[src/rtl/rb_pkg.sv]
package rb_pkg;
  typedef enum logic [1:0] {
    CTL_NONE  = 2'd0,
    CTL_START = 2'd1,
    CTL_STOP  = 2'd2
  } rb_ctl_e;
endpackage

[src/rtl/rb_ptr.sv]
module rb_ptr #(
  parameter int PTR_W = 3,
  parameter int SZ_W  = 4
) (
  input  logic             clk,
  input  logic             rst_n,
  input  logic             clr_i,
  input  logic             adv_i,
  input  logic [SZ_W-1:0]  size_i,
  output logic [PTR_W-1:0] ptr_o
);
  logic [PTR_W-1:0] ptr_q, ptr_d;
  logic [SZ_W-1:0]  inc;

  assign inc = {{(SZ_W-PTR_W){1'b0}}, ptr_q} + {{(SZ_W-1){1'b0}}, 1'b1};

  always_comb begin
    ptr_d = ptr_q;
    if (clr_i)      ptr_d = '0;
    else if (adv_i) ptr_d = (inc == size_i) ? '0 : inc[PTR_W-1:0];
  end

  always_ff @(posedge clk or negedge rst_n) begin
    if (!rst_n)                ptr_q <= '0;
    else if (clr_i || adv_i)   ptr_q <= ptr_d;
  end

  assign ptr_o = ptr_q;


  ptr_in_range_chk: assert property (@(posedge clk) disable iff (!rst_n)
    {{(SZ_W-PTR_W){1'b0}}, ptr_q} < size_i);
endmodule

[src/rtl/rb_level.sv]
module rb_level #(
  parameter int PTR_W = 3,
  parameter int SZ_W  = 4
) (
  input  logic [PTR_W-1:0] head_i,
  input  logic [PTR_W-1:0] tail_i,
  input  logic [SZ_W-1:0]  size_i,
  output logic [SZ_W-1:0]  level_o
);
  logic [SZ_W-1:0] head_x, tail_x;

  assign head_x = {{(SZ_W-PTR_W){1'b0}}, head_i};
  assign tail_x = {{(SZ_W-PTR_W){1'b0}}, tail_i};

  always_comb begin
    if (tail_x > head_x) level_o = head_x + size_i - tail_x;
    else                 level_o = head_x - tail_x;
  end
endmodule

[src/rtl/rb_store.sv]
module rb_store #(
  parameter int DATA_W = 8,
  parameter int DEPTH  = 8,
  parameter int PTR_W  = 3
) (
  input  logic              clk,
  input  logic              we_i,
  input  logic [PTR_W-1:0]  waddr_i,
  input  logic [DATA_W-1:0] wdata_i,
  input  logic [PTR_W-1:0]  raddr_i,
  output logic [DATA_W-1:0] rdata_o
);
  logic [DATA_W-1:0] mem [DEPTH];

  always_ff @(posedge clk) begin
    if (we_i) mem[waddr_i] <= wdata_i;
  end

  assign rdata_o = mem[raddr_i];
endmodule

[src/rtl/rx_ring_buf.sv]
module rx_ring_buf
  import rb_pkg::*;
#(
  parameter int DATA_W    = 8,
  parameter int MAX_DEPTH = 8,
  localparam int PTR_W    = (MAX_DEPTH > 1) ? $clog2(MAX_DEPTH) : 1,
  localparam int SZ_W     = PTR_W + 1
) (
  input  logic              clk,
  input  logic              rst_n,
  input  logic              start_i,
  input  logic              stop_i,
  input  logic [SZ_W-1:0]   size_cfg_i,
  input  logic              wr_valid_i,
  input  logic [DATA_W-1:0] wr_data_i,
  input  logic              rd_req_i,
  output logic              rd_valid_o,
  output logic [DATA_W-1:0] rd_data_o,
  output logic [SZ_W-1:0]   level_o,
  output logic              full_o,
  output logic              empty_o,
  output logic              overrun_o
);
  localparam logic [SZ_W-1:0] SZ_MIN = SZ_W'(2);
  localparam logic [SZ_W-1:0] SZ_MAX = SZ_W'(MAX_DEPTH);

  rb_ctl_e           ctl;
  logic              run_q, run_d;
  logic [SZ_W-1:0]   size_q, size_d;
  logic [PTR_W-1:0]  head, tail;
  logic              clr, wr_fire, rd_fire, evict;
  logic [DATA_W-1:0] mem_rdata;
  logic              rd_valid_q, ovr_q;
  logic [DATA_W-1:0] rd_data_q;

  always_comb begin
    if (start_i)     ctl = CTL_START;
    else if (stop_i) ctl = CTL_STOP;
    else             ctl = CTL_NONE;
  end

  // Size clamp and run state, next-state
  always_comb begin
    run_d  = run_q;
    size_d = size_q;
    unique case (ctl)
      CTL_START: begin
        run_d = 1'b1;
        if (size_cfg_i < SZ_MIN)      size_d = SZ_MIN;
        else if (size_cfg_i > SZ_MAX) size_d = SZ_MAX;
        else                          size_d = size_cfg_i;
      end
      CTL_STOP: run_d = 1'b0;
      default:  ;
    endcase
  end

  always_ff @(posedge clk or negedge rst_n) begin
    if (!rst_n) begin
      run_q  <= 1'b0;
      size_q <= SZ_MAX;
    end else if (ctl != CTL_NONE) begin
      run_q  <= run_d;
      size_q <= size_d;
    end
  end

  assign clr     = (ctl != CTL_NONE);
  assign wr_fire = run_q && !clr && wr_valid_i;
  assign rd_fire = run_q && !clr && rd_req_i && !empty_o;
  // Pull is applied before the write, so a simultaneous pull removes the need to evict
  assign evict   = wr_fire && full_o && !rd_fire;

  rb_ptr #(.PTR_W(PTR_W), .SZ_W(SZ_W)) u_head (
    .clk(clk), .rst_n(rst_n), .clr_i(clr), .adv_i(wr_fire),
    .size_i(size_q), .ptr_o(head)
  );

  rb_ptr #(.PTR_W(PTR_W), .SZ_W(SZ_W)) u_tail (
    .clk(clk), .rst_n(rst_n), .clr_i(clr), .adv_i(rd_fire || evict),
    .size_i(size_q), .ptr_o(tail)
  );

  rb_level #(.PTR_W(PTR_W), .SZ_W(SZ_W)) u_level (
    .head_i(head), .tail_i(tail), .size_i(size_q), .level_o(level_o)
  );

  rb_store #(.DATA_W(DATA_W), .DEPTH(MAX_DEPTH), .PTR_W(PTR_W)) u_store (
    .clk(clk), .we_i(wr_fire), .waddr_i(head), .wdata_i(wr_data_i),
    .raddr_i(tail), .rdata_o(mem_rdata)
  );

  assign full_o  = (level_o == size_q - SZ_W'(1));
  assign empty_o = (level_o == '0);

  always_ff @(posedge clk or negedge rst_n) begin
    if (!rst_n) begin
      rd_valid_q <= 1'b0;
      ovr_q      <= 1'b0;
    end else begin
      rd_valid_q <= rd_fire;
      ovr_q      <= evict;
    end
  end

  always_ff @(posedge clk or negedge rst_n) begin
    if (!rst_n)       rd_data_q <= '0;
    else if (rd_fire) rd_data_q <= mem_rdata;
  end

  assign rd_valid_o = rd_valid_q;
  assign rd_data_o  = rd_data_q;
  assign overrun_o  = ovr_q;


  level_bound_chk: assert property (@(posedge clk) disable iff (!rst_n)
    level_o < size_q);


  evict_pulse_chk: assert property (@(posedge clk) disable iff (!rst_n)
    (run_q && !start_i && !stop_i && wr_valid_i && !rd_req_i && full_o)
      |=> (overrun_o && full_o));


  full_pull_write_chk: assert property (@(posedge clk) disable iff (!rst_n)
    (run_q && !start_i && !stop_i && wr_valid_i && rd_req_i && full_o)
      |=> (!overrun_o && full_o && rd_valid_o));


  empty_pull_chk: assert property (@(posedge clk) disable iff (!rst_n)
    (rd_req_i && empty_o && !wr_valid_i) |=> (!rd_valid_o && empty_o));


  start_clear_chk: assert property (@(posedge clk) disable iff (!rst_n)
    start_i |=> (empty_o && !overrun_o));


  stopped_idle_chk: assert property (@(posedge clk) disable iff (!rst_n)
    (!run_q && !start_i) |=> (empty_o && !rd_valid_o));
endmodule

[config.mk]
export PLATFORM = sky130hd
export DESIGN_NAME = rx_ring_buf
export DESIGN_NICKNAME = d
export VERILOG_FILES = /design/src/rtl/rb_pkg.sv /design/src/rtl/rb_ptr.sv /design/src/rtl/rb_level.sv /design/src/rtl/rb_store.sv /design/src/rtl/rx_ring_buf.sv
export SDC_FILE = /design/constraint.sdc
export NUM_CORES = 1
export LEC_CHECK = 0
export CORE_ASPECT_RATIO = 1.25
export CORE_UTILIZATION = 58
export CTS_CLUSTER_SIZE = 14
export DETAILED_ROUTE_END_ITERATION = 16
export PLACE_DENSITY_LB_ADDON = 0.12
export SETUP_SLACK_MARGIN = 0.2
export SYNTH_ARGS = -nofsm -noshare
export SYNTH_HDL_FRONTEND = slang
export SYNTH_HIERARCHICAL = 1
export SYNTH_SLANG_ARGS = --single-unit
export TNS_END_PERCENT = 20
[constraint.sdc]
create_clock -name clk -period 4.7 [get_ports clk]
set_input_delay 1.41 -clock clk [delete_from_list [all_inputs] [get_ports clk]]
set_output_delay 1.41 -clock clk [all_outputs]
set_load 0.02 [all_outputs]
Yosys cells after proc, flatten, opt, wreduce, memory -nomap -nowiden. Memory sizes are Yosys's and may differ from the RTL's. A register that Yosys moved wholly into a read port is not among the register bits. Index checks and enable logic that the tools add are counted. Widths: inputs -> output; s select.

Add/sub/neg operators: 6. Order comparisons: 3. Equal/unequal tests: 5. Muxes and demuxes: 14. Reductions and logical operators: 22.

Operators with widths (number): $mux 3 (6); $eq 4x4->1 (3); $mux 4 (3); $add 3x1->4 const B (2); $reduce_and 2->1 (4); $reduce_bool 2->1 (4); $logic_and 1x1->1 (6); $add 3x4->4 (1); $gt 4x4->1 const B (1); $logic_not 1->1 (4); $logic_not 4->1 (1); $lt 4x2->1 const B (1); $mux 2 (2); $sub 3x3->4 (1); $sub 4x1->4 const B (1); $sub 4x3->4 (1); $gt 3x3->1 (1); $logic_or 1x1->1 (3); $eq 2x1->1 const B (1); $eq 2x2->1 const B (1); $mux 1 (2); $pmux 1 s2 (1).

Bits in registers: 13. Memory bits (writable): 64. Word-level logic and storage cells: 57. Memories: 1.

Memory list: u_store.mem (words 8, width 8, rd ports 1, clocked after Yosys merged registers in 1, write ports 1, RTL line rb_store.sv:13) `logic [DATA_W-1:0] mem [DEPTH];`.

Longest topological paths before layout. Gate-level depths: netlist (run 1).

Depth in word-level cells: 12. Mapped depth: 15.

Hierarchy. The synthesis (run 1) kept the hierarchy.

By module, submodules not included: rb_store (times used 1, cells an instance 106, area each 2531.2 um^2, sequential area each 1921.8 um^2); rx_ring_buf (times used 1, cells an instance 57, area each 706.9 um^2, sequential area each 376.6 um^2); rb_ptr (times used 2, cells an instance 25, area each 224.0 um^2, sequential area each 75.1 um^2); rb_level (times used 1, cells an instance 37, area each 320.3 um^2, sequential area each 0.0 um^2).

Least setup slack after synthesis (run 1). Ideal clock, no wire load.

Path type: register -> output. From: register u_head.ptr_q[0], in the netlist u_head/ptr_o[0]. To: output port full_o. Arrival: 3.443 ns. Data required time: 3.290 ns. Path slack: -0.153 ns. Cell stages (with the launch flop): 10. Path buffers: 1. Cells stage by stage: dfrtp_1 > inv_1 > ha_1 > fa_1 > fa_1 > clkbuf_2 > o311ai_1 > xnor2_1 > xnor2_1 > nor3_1.

Cells in the longest elaborated chain, start to end: 4.

Ends and longest elaborated chain: from (decl) (RTL line rb_ptr.sv:12) `logic [PTR_W-1:0] ptr_q, ptr_d;`; from (signal assigned) (RTL line rb_ptr.sv:25) `else if (clr_i || adv_i) ptr_q <= ptr_d;`; $add 3x4->4 (RTL line rb_level.sv:16) `if (tail_x > head_x) level_o = head_x + size_i - tail_x;`; $sub 4x3->4 (RTL line rb_level.sv:16); $mux 4 * (RTL line rb_level.sv:16); net level_o[3] (RTL line rx_ring_buf.sv:19) `output logic [SZ_W-1:0] level_o,`; $eq 4x4->1 * (RTL line rx_ring_buf.sv:93) `assign full_o = (level_o == size_q - SZ_W'(1));`; to (decl) (RTL line rx_ring_buf.sv:20) `output logic full_o,`.

Mark *: on every way through the listed nets, which the timed path passes. The rest lies on a longest branch.

Worst setup path after layout (run 1).
From: register u_head.ptr_q[1], in the netlist u_head/ptr_o[1]. To: output port full_o.

Cells in the longest elaborated chain, start to end: 4.

Ends and longest elaborated chain (RTL line): $add 3x4->4 (rb_level.sv:16); $sub 4x3->4 (rb_level.sv:16); $mux 4 * (rb_level.sv:16); $eq 4x4->1 * (rx_ring_buf.sv:93).

Mark *: on every way between the ends. The rest lies on a longest branch, timed or not.

==> results of run 1 <==
synth_stat cells, types with 5 or more instances:
library cell,n,share of area (%)
sky130_fd_sc_hd__edfxtp_1,64,48
sky130_fd_sc_hd__fa_1,5,2.5
sky130_fd_sc_hd__xnor2_1,5,1.1
sky130_fd_sc_hd__xor2_1,7,1.5
sky130_fd_sc_hd__nor2_1,12,1.1
sky130_fd_sc_hd__inv_1,16,1.5
sky130_fd_sc_hd__ha_1,9,2.8
sky130_fd_sc_hd__o31ai_1,5,0.94
sky130_fd_sc_hd__mux2_2,17,4.8
sky130_fd_sc_hd__nand2_1,16,1.5
sky130_fd_sc_hd__mux4_1,15,9.8
sky130_fd_sc_hd__dfrtp_1,20,12
kinds of logic after synthesis:
family,Yosys count,share of synthesized area [%]
flip-flops,85,61.1
AND/OR/NAND/NOR,53,6.93
multiplexers,36,15.9
AO/OA/AOI/OAI,24,4.25
buffers and inverters,24,3.03
XOR/XNOR,14,3.44
adder cells (fa/ha/maj),14,5.31
how the worst min path moves through the flow:
stage                              end  depth (start not counted)  slack [ps]    startpoint
after floorplan                  run_q                          1         460         run_q
after global placement    rd_data_o[6]                          1         490  rd_data_o[6]
after detailed placement  rd_data_o[4]                          1         500  rd_data_o[4]
after CTS                 rd_data_o[4]                          1         520  rd_data_o[4]
after global routing      rd_data_o[4]                          1         540  rd_data_o[4]
final                     rd_data_o[4]                          1         510  rd_data_o[4]
final cells by class:
class,count,area (µm²),area share (%)
multi-input cells,141,1490,30.8
clock buffers,9,124,2.57
well taps,87,109,2.26
inverters,17,68.8,1.43
clock inverters,7,106,2.21
flip-flops and latches,85,2450,50.8
repair buffers,54,479,9.94
what timing repair did:
| action | in CTS | in global routing |
|---|---|---|
| resized for setup | 7 | 11 |
| pin swaps | 0 | 6 |
| hold endpoints to repair | 0 | 0 |
| buffers inserted | 0 | 1 |
| endpoints found under the setup margin | 4 | 6 |
worst reg2reg max path: stages (launching register included):
cell and delay [ps]:
sky130_fd_sc_hd__dfrtp_1 360, sky130_fd_sc_hd__inv_2 50, sky130_fd_sc_hd__fa_1 590, sky130_fd_sc_hd__inv_1 70
sky130_fd_sc_hd__ha_1 280, sky130_fd_sc_hd__and3_4 160, sky130_fd_sc_hd__or4b_4 520, sky130_fd_sc_hd__o311ai_4 100
sky130_fd_sc_hd__buf_4 180, sky130_fd_sc_hd__o41ai_1 100, sky130_fd_sc_hd__or4b_4 590, sky130_fd_sc_hd__o31ai_1 180
sky130_fd_sc_hd__nand2_1 110, sky130_fd_sc_hd__o31ai_1 370
where the power goes:
| part | internal [W] | switching [W] |
|---|---|---|
| clock | 0.000307 | 0.000271 |
| sequential | 0.000820 | 0.00000920 |
| combinational | 0.0000623 | 0.0000641 |
state kept, by name, summed over array words and instances, names as in the netlist:
register / cells
overrun_o: 1
u_store/mem: 64
rd_valid_o: 1
size_q: 4
u_tail/ptr_o: 3
u_head/ptr_o: 3
rd_data_o: 8
run_q: 1
routing by layer:
| layer | vias up | routed length (µm) |
|---|---|---|
| met3 | 10 | 267 |
| met4 | 0 | 159 |
| li1 | 1081 | - |
| met5 | - | 0 |
| met1 | 1161 | 2980 |
| met2 | 49 | 4310 |
per-stage QoR:
step / instances / setup slack [ps]
after floorplan: 250 / 254
after global placement: 383 / 98.6
after detailed placement: 383 / 44.4
after CTS: 399 / 86.3
after global routing: 400 / 56.5
final: 400 / 216
==> metrics.log, run 1 <==
INFO  metric outcome = finished clean
INFO  metric timing.hold.ws = roughly 500 ps
INFO  metric met2_usage_in_global_routing = a little under half
INFO  metric worstReg2RegStart = u_head/ptr_o[1]
INFO  metric p_leak = approximately 1.8 nW
INFO  metric worst-path-buf-inv = 3
INFO  metric initial_antenna_violation_count = 0
INFO  metric cp-endpoint = full_o
INFO  metric gr-usage-all-layers = 23.7%
INFO  metric area_of_the_core = 6610 µm²
INFO  metric maximum_number_of_pins_on_one_net_before_global_route_repair = 24
INFO  metric cts.sink_count = 85
INFO  metric first_global_vias = around 2400
INFO  metric post_synth.cell_area_avg = 16.0 µm²
INFO  metric gp_routability_congestion = 0.805
INFO  metric critical_path.top_delay_family = adder cells
INFO  metric timing.fmax = 223 MHz
INFO  metric drt-initial-drc-count = about 130
INFO  metric utilization = between 70% and 80%
INFO  metric max_slew.worst_pin.slew = roughly 1100 ps
INFO  metric final_max_slew_viols = 0
INFO  metric drive_above_1_share = between 20% and 30%
INFO  metric drt_first_pass_iters = 4
INFO  metric met3_layer_usage_reported_by_global_route = around 4.4%
INFO  metric place.port_buffers = 33
INFO  metric detailroute.via_count = ~2300
INFO  metric area_enclosed_by_the_die_boundary = a little over 7000 µm²
INFO  metric detailed_place.area = approximately 4600 µm²
INFO  metric cts_inserted_buffers = 9
INFO  metric dp_hpwl = 5290 µm
INFO  metric r2r_end = u_tail/ptr_o[1]
INFO  metric cp_slowest_cell = sky130_fd_sc_hd__fa_1
INFO  metric ys.warnings.count = 6
INFO  metric clk_pin_slew = around 90 ps
INFO  metric chipWidth = around 76 µm
INFO  metric cts_tree = built
INFO  metric critical-path-top-cell-by-count = sky130_fd_sc_hd__xnor2_2
INFO  metric hold_class = reg -> reg
INFO  metric postSynth.asyncResetShare = about 25%
INFO  metric yosysUniqueCellTypes = 46
INFO  metric most_common_cell_after_layout_fill_and_taps_aside = sky130_fd_sc_hd__edfxtp_1
INFO  metric critPathMaxFanout = 3
INFO  metric slew_headroom = 29.4%
INFO  metric first_pass_grt_wire_length = between 10000 and 15000 µm
INFO  metric drt-wirelength-per-cell = 19.3 µm
INFO  metric antenna_cells_inserted = 0
INFO  metric timing.critical_path.required = roughly 3300 ps
INFO  metric postRouteAntennaNets = 0
INFO  metric nets = 340
INFO  metric cts_htree_levels = 3
INFO  metric final_routed_wirelength_across_all_metal_layers = between 7000 and 8000 µm
INFO  metric syn_inst = between 200 and 300
INFO  metric critical_path_class = reg -> out
INFO  metric hold_violations = 0
INFO  metric post_drt_via_cell_ratio = between 5 and 6
INFO  metric finalSetupTns = 0 ps
INFO  metric critPathLaunchType = register
INFO  metric fill_count = between 400 and 500
INFO  metric grt_setup_unrepaired = true
INFO  metric grt.met1_usage = 26.1%
INFO  metric finalCriticalPeriod = 4480 ps
INFO  metric overflow = 0
INFO  metric synthesis.nets = 282
INFO  metric hold_buffers = 0
INFO  metric crit_path_cell_trace = inv_2 -> fa_1 -> inv_1 -> ha_1 -> and3_4 -> or4b_4 -> o311ai_4 -> xnor2_2 -> xnor2_2 -> nor3_2 -> buf_4
INFO  metric worst_setup_path_end_kind = output port
INFO  metric maxCapViolCount = 0
INFO  metric finalPower = roughly 0.0015 W
INFO  metric dominantRegCellSynth = sky130_fd_sc_hd__edfxtp_1
INFO  metric final_min_period_over_clock_period = between 90% and 100%
INFO  metric io-pin-count = 34
INFO  metric r2r.worst_path.cells = 13
INFO  metric initial_utilization = between 60% and 70%
INFO  metric synth_seq_area_share = 61.1%
INFO  metric fin_worst_skew = roughly 8.5 ps
INFO  metric critPathMaxStageDelay = 590 ps
INFO  metric area_delta_synth_final = 20.3%
INFO  metric ctsRootBufferMaster = sky130_fd_sc_hd__clkbuf_8
INFO  metric setup_violation_total_in_the_final_timing_report = 0
INFO  metric cts-root-to-sink-buffers = 2
INFO  metric drc = 0
INFO  metric edff_count_synth = 64
INFO  metric worst_ep_arrival_time = between 3000 and 4000 ps
INFO  metric timing.critical_path.from = u_head/ptr_o[1]
INFO  metric mostFrequentLayoutCells = 64 x sky130_fd_sc_hd__edfxtp_1, 30 x sky130_fd_sc_hd__clkdlybuf4s50_1, 22 x sky130_fd_sc_hd__buf_4
INFO  metric clock_latency_of_the_later_clocked_register_in_the_worst_skew_pair = roughly 350 ps
INFO  metric rrSetupSlack = around 900 ps
INFO  metric critical_path_depth = 11
INFO  metric synth_seq_cells = 85
INFO  metric synth.cell_area = around 4000 µm²
INFO  metric std_cell_rows = 33
INFO  metric globalRoute.busiestLayer = met2
INFO  metric chipHeight = 94.9 µm
INFO  metric worst_ir_drop_vdd = between 0.3 and 0.4 mV
INFO  metric power.density_cell_area = 318 nW/µm²
INFO  metric finish.instance_area = between 4000 and 5000 µm²
Note: power is estimated with default switching activity, not from simulation.
==> inputs of run 2 (changes only) <==
--- a/config.mk
+++ b/config.mk
@@ -7,4 +7,5 @@
 export LEC_CHECK = 0
 export CORE_ASPECT_RATIO = 1.25
+export CORE_MARGIN = 2
 export CORE_UTILIZATION = 58
 export CTS_CLUSTER_SIZE = 14
==> constraint.sdc (replaced) <==
create_clock -name clk -period 4.7 [get_ports clk]
set_input_delay 1.41 -clock clk [delete_from_list [all_inputs] [get_ports clk]]
set_output_delay 1.41 -clock clk [all_outputs]
set_load 0.005 [all_outputs]
==> run 2 against run 1 <==
Global-route usage up 0.20 points. Sequential share of layout area down 0.77 points. Register-to-register slack got worse by 710 ps. Design area up 1.5%. Hold slack about the same. Power rose by 1.5%. Utilization is 1.1 points higher. Combinational power grew 16%.
==> metrics.log, run 2 (synthesis gave the netlist of run 1 again) <==
INFO  metric critical_path_class = reg -> out (unchanged)
INFO  metric cts_tree = built (unchanged)
INFO  metric timing.critical_path.from = u_tail/ptr_o[1] (was u_head/ptr_o[1])
INFO  metric hold_violations = 0 (unchanged)
INFO  metric drive_above_1_share = 24.8% (was 23.3%)
INFO  metric io-pin-count = 34 (unchanged)
INFO  metric largest_register_ff_count = 64 (unchanged)
INFO  metric outcome = finished clean (unchanged)
INFO  metric worst_ep_arrival_time = 3170 ps (was 3070 ps)
INFO  metric final_critical_path_setup_slack = 115 ps (was 216 ps)
INFO  metric most_common_cell_after_layout_fill_and_taps_aside = sky130_fd_sc_hd__edfxtp_1 (unchanged)
INFO  metric worst_hold_end = rd_data_o[6] (was rd_data_o[4])
INFO  metric finalSetupTns = 0 ps (unchanged)
INFO  metric initial_utilization = 60.6% (unchanged)
INFO  metric slew_headroom = 27.2% (was 29.4%)
INFO  metric first_pass_grt_wire_length = 13100 µm (was 12100 µm)
INFO  metric r2r_end = u_tail/ptr_o[2] (was u_tail/ptr_o[1])
INFO  metric drt-initial-drc-count = 126 (was 128)
INFO  metric final_max_slew_viols = 0 (unchanged)
INFO  metric final_routed_wirelength_across_all_metal_layers = 8390 µm (was 7720 µm)
INFO  metric min_path_cells = 1 (unchanged)
INFO  metric antenna_cells_inserted = 0 (unchanged)
INFO  metric layout.cells.non_filler = 409 (was 400)
INFO  metric power.density_cell_area = 318 nW/µm² (about the same)
INFO  metric min_from = rd_data_o[6] (was rd_data_o[4])
INFO  metric initial_antenna_violation_count = 0 (unchanged)
INFO  metric maximum_number_of_pins_on_one_net_before_global_route_repair = 24 (unchanged)
INFO  metric timing.critical_path.required = 3290 ps (about the same)
INFO  metric postRouteAntennaNets = 0 (unchanged)
INFO  metric detailroute.via_count = 2389 (was 2301)
INFO  metric utilization = 74.1% (was 73.0%)
INFO  metric cts.sink_count = 85 (unchanged)
INFO  metric maxCapViolCount = 0 (unchanged)
INFO  metric std_cell_rows = 33 (unchanged)
INFO  metric area_delta_synth_final = 22.2% (was 20.3%)
INFO  metric dp_cells = 384 (was 383)
INFO  metric max_slew.worst_pin.slew = 1090 ps (was 1060 ps)
INFO  metric fin_worst_skew = 11.0 ps (was 8.52 ps)
INFO  metric chipWidth = 78.3 µm (was 76.3 µm)
INFO  metric setup_violation_total_in_the_final_timing_report = 0 (unchanged)
INFO  metric finalCriticalPeriod = 4580 ps (was 4480 ps)
INFO  metric drt-wirelength-per-cell = 20.5 µm (was 19.3 µm)
INFO  metric timing.fmax = 218 MHz (was 223 MHz)
INFO  metric finalPower = 0.00156 W (was 0.00153 W)
INFO  metric overflow = 0 (unchanged)
INFO  metric worst_ir_drop_vdd = 0.336 mV (was 0.380 mV)
INFO  metric grt_setup_unrepaired = true (unchanged)
INFO  metric worstReg2RegStart = u_tail/ptr_o[1] (was u_head/ptr_o[1])
INFO  metric final_min_period_over_clock_period = 97.5% (was 95.4%)
INFO  metric area_of_the_core = 6610 µm² (unchanged)
INFO  metric cts_htree_levels = 3 (unchanged)
INFO  metric worst_setup_path_end_kind = output port (unchanged)
INFO  metric largest-register = u_store/mem (unchanged)
INFO  metric cts_inserted_buffers = 9 (unchanged)
INFO  metric critPathLaunchType = register (unchanged)
INFO  metric clock_latency_of_the_later_clocked_register_in_the_worst_skew_pair = 350 ps (about the same)
INFO  metric area_enclosed_by_the_die_boundary = 7590 µm² (was 7250 µm²)
INFO  metric mostFrequentLayoutCells = 64 x sky130_fd_sc_hd__edfxtp_1, 30 x sky130_fd_sc_hd__clkdlybuf4s50_1, 30 x sky130_fd_sc_hd__buf_4 (was 64 x sky130_fd_sc_hd__edfxtp_1, 30 x sky130_fd_sc_hd__clkdlybuf4s50_1, 22 x sky130_fd_sc_hd__buf_4)
INFO  metric gr-usage-all-layers = 23.9% (was 23.7%)
INFO  metric drc = 0 (unchanged)
INFO  metric post_drt_via_cell_ratio = 5.84 (was 5.75)
INFO  metric rrSetupSlack = 200 ps (was 910 ps)
INFO  metric p_leak = 1.84 nW (was 1.79 nW)
INFO  metric nets = 349 (was 340)
INFO  metric r2r.worst_path.cells = 20 (was 13)
INFO  metric chipHeight = 96.9 µm (was 94.9 µm)
INFO  metric drt_first_pass_iters = 4 (unchanged)
INFO  metric ctsRootBufferMaster = sky130_fd_sc_hd__clkbuf_8 (unchanged)
INFO  metric dp_hpwl = 5460 µm (was 5290 µm)
INFO  metric critPathMaxFanout = 2 (was 3)
INFO  metric clk_pin_slew = 90 ps (about the same)
INFO  metric gp_routability_congestion = 0.795 (was 0.805)
INFO  metric cts-root-to-sink-buffers = 2 (unchanged)
INFO  metric first_global_vias = 2491 (was 2432)
INFO  metric place.port_buffers = 33 (unchanged)
INFO  metric hold_class = reg -> reg (unchanged)
INFO  metric dp_slack = 136 ps (was 44.4 ps)
==> run 2: how the worst max path moves through the flow <==
| stage | cells past startpoint | slack [ps] | endpoint |
|---|---|---|---|
| global route | 11 | -10 | full_o |
| CTS | 10 | 100 | full_o |
| detailed placement | 11 | 140 | full_o |
| global placement | 11 | 170 | full_o |
| finish | 10 | 120 | full_o |
| floorplan | 10 | 460 | full_o |
==> run 2: worst max-delay path: stages (launching register included) <==
cell and delay [ps]:
sky130_fd_sc_hd__dfrtp_1 410, sky130_fd_sc_hd__fa_1 590, sky130_fd_sc_hd__inv_1 60, sky130_fd_sc_hd__ha_1 280
sky130_fd_sc_hd__and3_1 160, sky130_fd_sc_hd__or4b_4 550, sky130_fd_sc_hd__o311ai_4 100, sky130_fd_sc_hd__xnor2_2 140
sky130_fd_sc_hd__xnor2_2 170, sky130_fd_sc_hd__nor3_2 210, sky130_fd_sc_hd__buf_2 150
==> run 2: timing repair <==
action,4_1_cts,5_1_grt
endpoints found under the setup margin,3,7
hold buffers,0,0
setup buffers,8,1
gates cloned,0,0
pin swaps,4,3
gates resized for setup,8,6
==> run 2: final cells by class <==
| cell class | count | area, µm² |
|---|---|---|
| clock buffer | 9 | 124 |
| clock inverter | 7 | 108 |
| fill | 443 | 1710 |
| inverter | 17 | 68.8 |
| multi-input combinational | 141 | 1490 |
| sequential | 85 | 2450 |
| tap | 87 | 109 |
| timing repair buffer | 63 | 552 |
==> run 2: metrics by stage <==
| stage | hold WS (ps) | area [µm²] |
|---|---|---|
| after detailed placement | 495 | 4550 |
| after floorplan | 460 | 4010 |
| after global placement | 489 | 4550 |
| after CTS | 516 | 4870 |
| final | 512 | 4890 |
| after global routing | 539 | 4890 |
==> run 2: power breakdown <==
group	internal [W]	total [W]	switching, W
Combinational	0.0000818	0.000146	0.0000644
Sequential	0.000820	0.000830	0.00000954
Clock	0.000308	0.000582	0.000274
==> run 2: layer usage <==
layer | GRT usage [%] | part of all wire, % | up-vias | wire length [µm]
li1 | - | - | 1095 | -
met1 | 28.1 | 38 | 1235 | 3200
met2 | 43.5 | 57 | 49 | 4810
met3 | 3.54 | 2.5 | 10 | 208
met4 | 9.72 | 2.0 | 0 | 171
met5 | 0 | 0 | - | 0
==> inputs of run 3 (changes only) <==
Settings changed: CELL_PAD_IN_SITES_DETAIL_PLACEMENT set to 0, CELL_PAD_IN_SITES_GLOBAL_PLACEMENT set to 1, CORE_UTILIZATION 58 to 49.
==> run 3 against run 2 <==
Design area down 1.9%. Flip-flop and latch count unchanged. Power is 7.5% lower. Largest cell class unchanged. Clock skew decreased by 7.8 ps. Sequential share of layout area grew 0.96 points.
==> metrics.log, run 3 (synthesis gave the netlist of run 1 again) <==
INFO  metric outcome = finished clean (unchanged)
INFO  metric utilization = 60.9% (was 74.1%)
INFO  metric clock_latency_of_the_later_clocked_register_in_the_worst_skew_pair = 350 ps (about the same)
INFO  metric detailroute.via_count = 2295 (was 2389)
INFO  metric power.density_cell_area = 300 nW/µm² (was 318 nW/µm²)
INFO  metric final_min_period_over_clock_period = 95.0% (was 97.5%)
INFO  metric antenna_cells_inserted = 0 (unchanged)
INFO  metric timing.fmax = 224 MHz (was 218 MHz)
INFO  metric p_int = 0.00113 W (was 0.00121 W)
INFO  metric cts-root-to-sink-buffers = 2 (unchanged)
INFO  metric maxCapViolCount = 0 (unchanged)
INFO  metric final_routed_wirelength_across_all_metal_layers = 8100 µm (was 8390 µm)
INFO  metric cts.sink_count = 85 (unchanged)
INFO  metric worst_ir_drop_vdd = 0.173 mV (was 0.336 mV)
INFO  metric fin_worst_skew = 3.21 ps (was 11.0 ps)
INFO  metric drive_above_1_share = 22.4% (was 24.8%)
INFO  metric drt-initial-drc-count = 138 (was 126)
INFO  metric finalSetupTns = 0 ps (unchanged)
INFO  metric drc = 0 (unchanged)
INFO  metric dp_cells = 393 (was 384)
INFO  metric timing.critical_path.required = 3290 ps (about the same)
INFO  metric mostFrequentLayoutCells = 64 x sky130_fd_sc_hd__edfxtp_1, 30 x sky130_fd_sc_hd__clkdlybuf4s50_1, 25 x sky130_fd_sc_hd__buf_4 (was 64 x sky130_fd_sc_hd__edfxtp_1, 30 x sky130_fd_sc_hd__clkdlybuf4s50_1, 30 x sky130_fd_sc_hd__buf_4)
INFO  metric chipHeight = 105 µm (was 96.9 µm)
INFO  metric io-pin-count = 34 (unchanged)
INFO  metric cts_htree_levels = 3 (unchanged)
INFO  metric power.combinational.fraction = 8.2% (was 9.4%)
INFO  metric ctsRootBufferMaster = sky130_fd_sc_hd__clkbuf_8 (unchanged)
INFO  metric std_cell_rows = 36 (was 33)
INFO  metric post_drt_via_cell_ratio = 5.57 (was 5.84)
INFO  metric initial_utilization = 50.8% (was 60.6%)
INFO  metric nets = 344 (was 349)
INFO  metric clock_power_share = 34.3% (was 37.4%)
INFO  metric setup_violation_total_in_the_final_timing_report = 0 (unchanged)
INFO  metric switching_share = 21.9% (was 22.3%)
INFO  metric area_delta_synth_final = 19.9% (was 22.2%)
INFO  metric hold_buffers = 0 (unchanged)
INFO  metric p_leak = 1.79 nW (was 1.84 nW)
INFO  metric finalCriticalPeriod = 4470 ps (was 4580 ps)
INFO  metric largest_register_ff_count = 64 (unchanged)
INFO  metric postRouteAntennaNets = 0 (unchanged)
INFO  metric drt_first_pass_iters = 4 (unchanged)
INFO  metric fill_count = 614 (was 443)
INFO  metric most_common_cell_after_layout_fill_and_taps_aside = sky130_fd_sc_hd__edfxtp_1 (unchanged)
INFO  metric dp_hpwl = 5660 µm (was 5460 µm)
INFO  metric grt_setup_unrepaired = true (unchanged)
INFO  metric final_max_slew_viols = 0 (unchanged)
INFO  metric chipWidth = 84.9 µm (was 78.3 µm)
INFO  metric overflow = 0 (unchanged)
INFO  metric area_enclosed_by_the_die_boundary = 8920 µm² (was 7590 µm²)
INFO  metric multi_input_comb_area = 1460 µm² (was 1490 µm²)
INFO  metric power.switching = 0.000315 W (was 0.000348 W)
INFO  metric critical_path_class = reg -> out (unchanged)
INFO  metric area_of_the_core = 7880 µm² (was 6610 µm²)
INFO  metric gr-usage-all-layers = 19.9% (was 23.9%)
INFO  metric worst_setup_path_end_kind = output port (unchanged)
INFO  metric max_slew.worst_pin.slew = 1120 ps (was 1090 ps)
INFO  metric first_global_vias = 2461 (was 2491)
INFO  metric maximum_number_of_pins_on_one_net_before_global_route_repair = 24 (unchanged)
INFO  metric drt-wirelength-per-cell = 19.7 µm (was 20.5 µm)
INFO  metric critPathLaunchType = register (unchanged)
INFO  metric hold_violations = 0 (unchanged)
INFO  metric power.share.sequential = 57.5% (was 53.3%)
INFO  metric cts_inserted_buffers = 9 (unchanged)
INFO  metric slew_headroom = 24.8% (was 27.2%)
INFO  metric area.sequential = 2450 µm² (unchanged)
INFO  metric clk_pin_slew = 80 ps (was 90 ps)
INFO  metric cts_tree = built (unchanged)
INFO  metric worst_ep_arrival_time = 3060 ps (was 3170 ps)
INFO  metric largest-register = u_store/mem (unchanged)
INFO  metric gp_routability_congestion = 0.804 (was 0.795)
INFO  metric critPathMaxFanout = 2 (unchanged)
INFO  metric layout.cells.non_filler = 412 (was 409)
INFO  metric first_pass_grt_wire_length = 12900 µm (was 13100 µm)
INFO  metric hold_class = reg -> reg (unchanged)
INFO  metric initial_antenna_violation_count = 0 (unchanged)
INFO  metric place.port_buffers = 33 (unchanged)
[run 3: timing repair]
| action | in CTS | in global routing |
|---|---|---|
| setup buffers | 2 | 1 |
| pin swaps | 5 | 3 |
| resized for setup | 9 | 2 |
| setup endpoints to repair | 3 | 3 |
[run 3: power groups by stage]
stage	clock network (W)	logic [W]	registers, W
after global placement	0	0.000114	0.000846
after CTS	0.000507	0.000119	0.000830
final	0.000494	0.000118	0.000829
after global routing	0.000542	0.000131	0.000831
after floorplan	0	0.0000533	0.000848
after detailed placement	0	0.000114	0.000846
[run 3: layer usage]
| metal | up-vias | share of wire [%] | GRT usage (%) |
|---|---|---|---|
| met2 | 62 | 54 | 35.3 |
| met3 | 16 | 3.5 | 4.19 |
| met4 | 0 | 3.3 | 8.50 |
| li1 | 1082 | - | - |
| met1 | 1135 | 40 | 22.9 |
| met5 | - | 0 | 0 |
[run 3: cell type report]
type	count	share of cell area (%)
timing repair buffer	58	10.7
inverter	17	1.43
clock buffer	9	2.58
tap	95	2.48
sequential	85	51.0
clock inverter	7	1.35
multi-input combinational	141	30.5
[run 3: worst max-delay path: stages, from the launching register on]
cell and delay, ps:
sky130_fd_sc_hd__dfrtp_1 350, sky130_fd_sc_hd__inv_1 60, sky130_fd_sc_hd__fa_1 560, sky130_fd_sc_hd__inv_1 60, sky130_fd_sc_hd__ha_1 270, sky130_fd_sc_hd__and3_1 150, sky130_fd_sc_hd__or4b_4 550, sky130_fd_sc_hd__o311ai_4 90
sky130_fd_sc_hd__xnor2_1 130, sky130_fd_sc_hd__xnor2_1 150, sky130_fd_sc_hd__nor3_1 190, sky130_fd_sc_hd__buf_2 140
[run 3: stage by stage]
| step | instance area [µm²] | hold slack [ps] | power (W) | setup WS (ps) |
|---|---|---|---|---|
| 3_5_place_dp | 4570 | 499 | 0.000961 | 144 |
| 4_1_cts | 4800 | 517 | 0.00146 | 109 |
| 6_report | 4800 | 515 | 0.00144 | 233 |
| 5_1_grt | 4800 | 543 | 0.00150 | 63.3 |
| 2_1_floorplan | 4010 | 460 | 0.000901 | 455 |
| 3_3_place_gp | 4570 | 491 | 0.000960 | 138 |
[run 3: final timing paths]
check / startpoint / endpoint / slack (ps) / cells past startpoint
max in group asynchronous: rst_n / size_q[2] / 2360 / 1
min in group asynchronous: rst_n / rd_data_o[5] / 1660 / 1
worst max-delay path: size_q[1] / full_o / 230 / 11
worst min register to register: rd_data_o[1] / rd_data_o[1] / 510 / 1
worst min-delay path: rd_data_o[1] / rd_data_o[1] / 510 / 1
worst max register to register: size_q[1] / u_tail/ptr_o[2] / 970 / 14
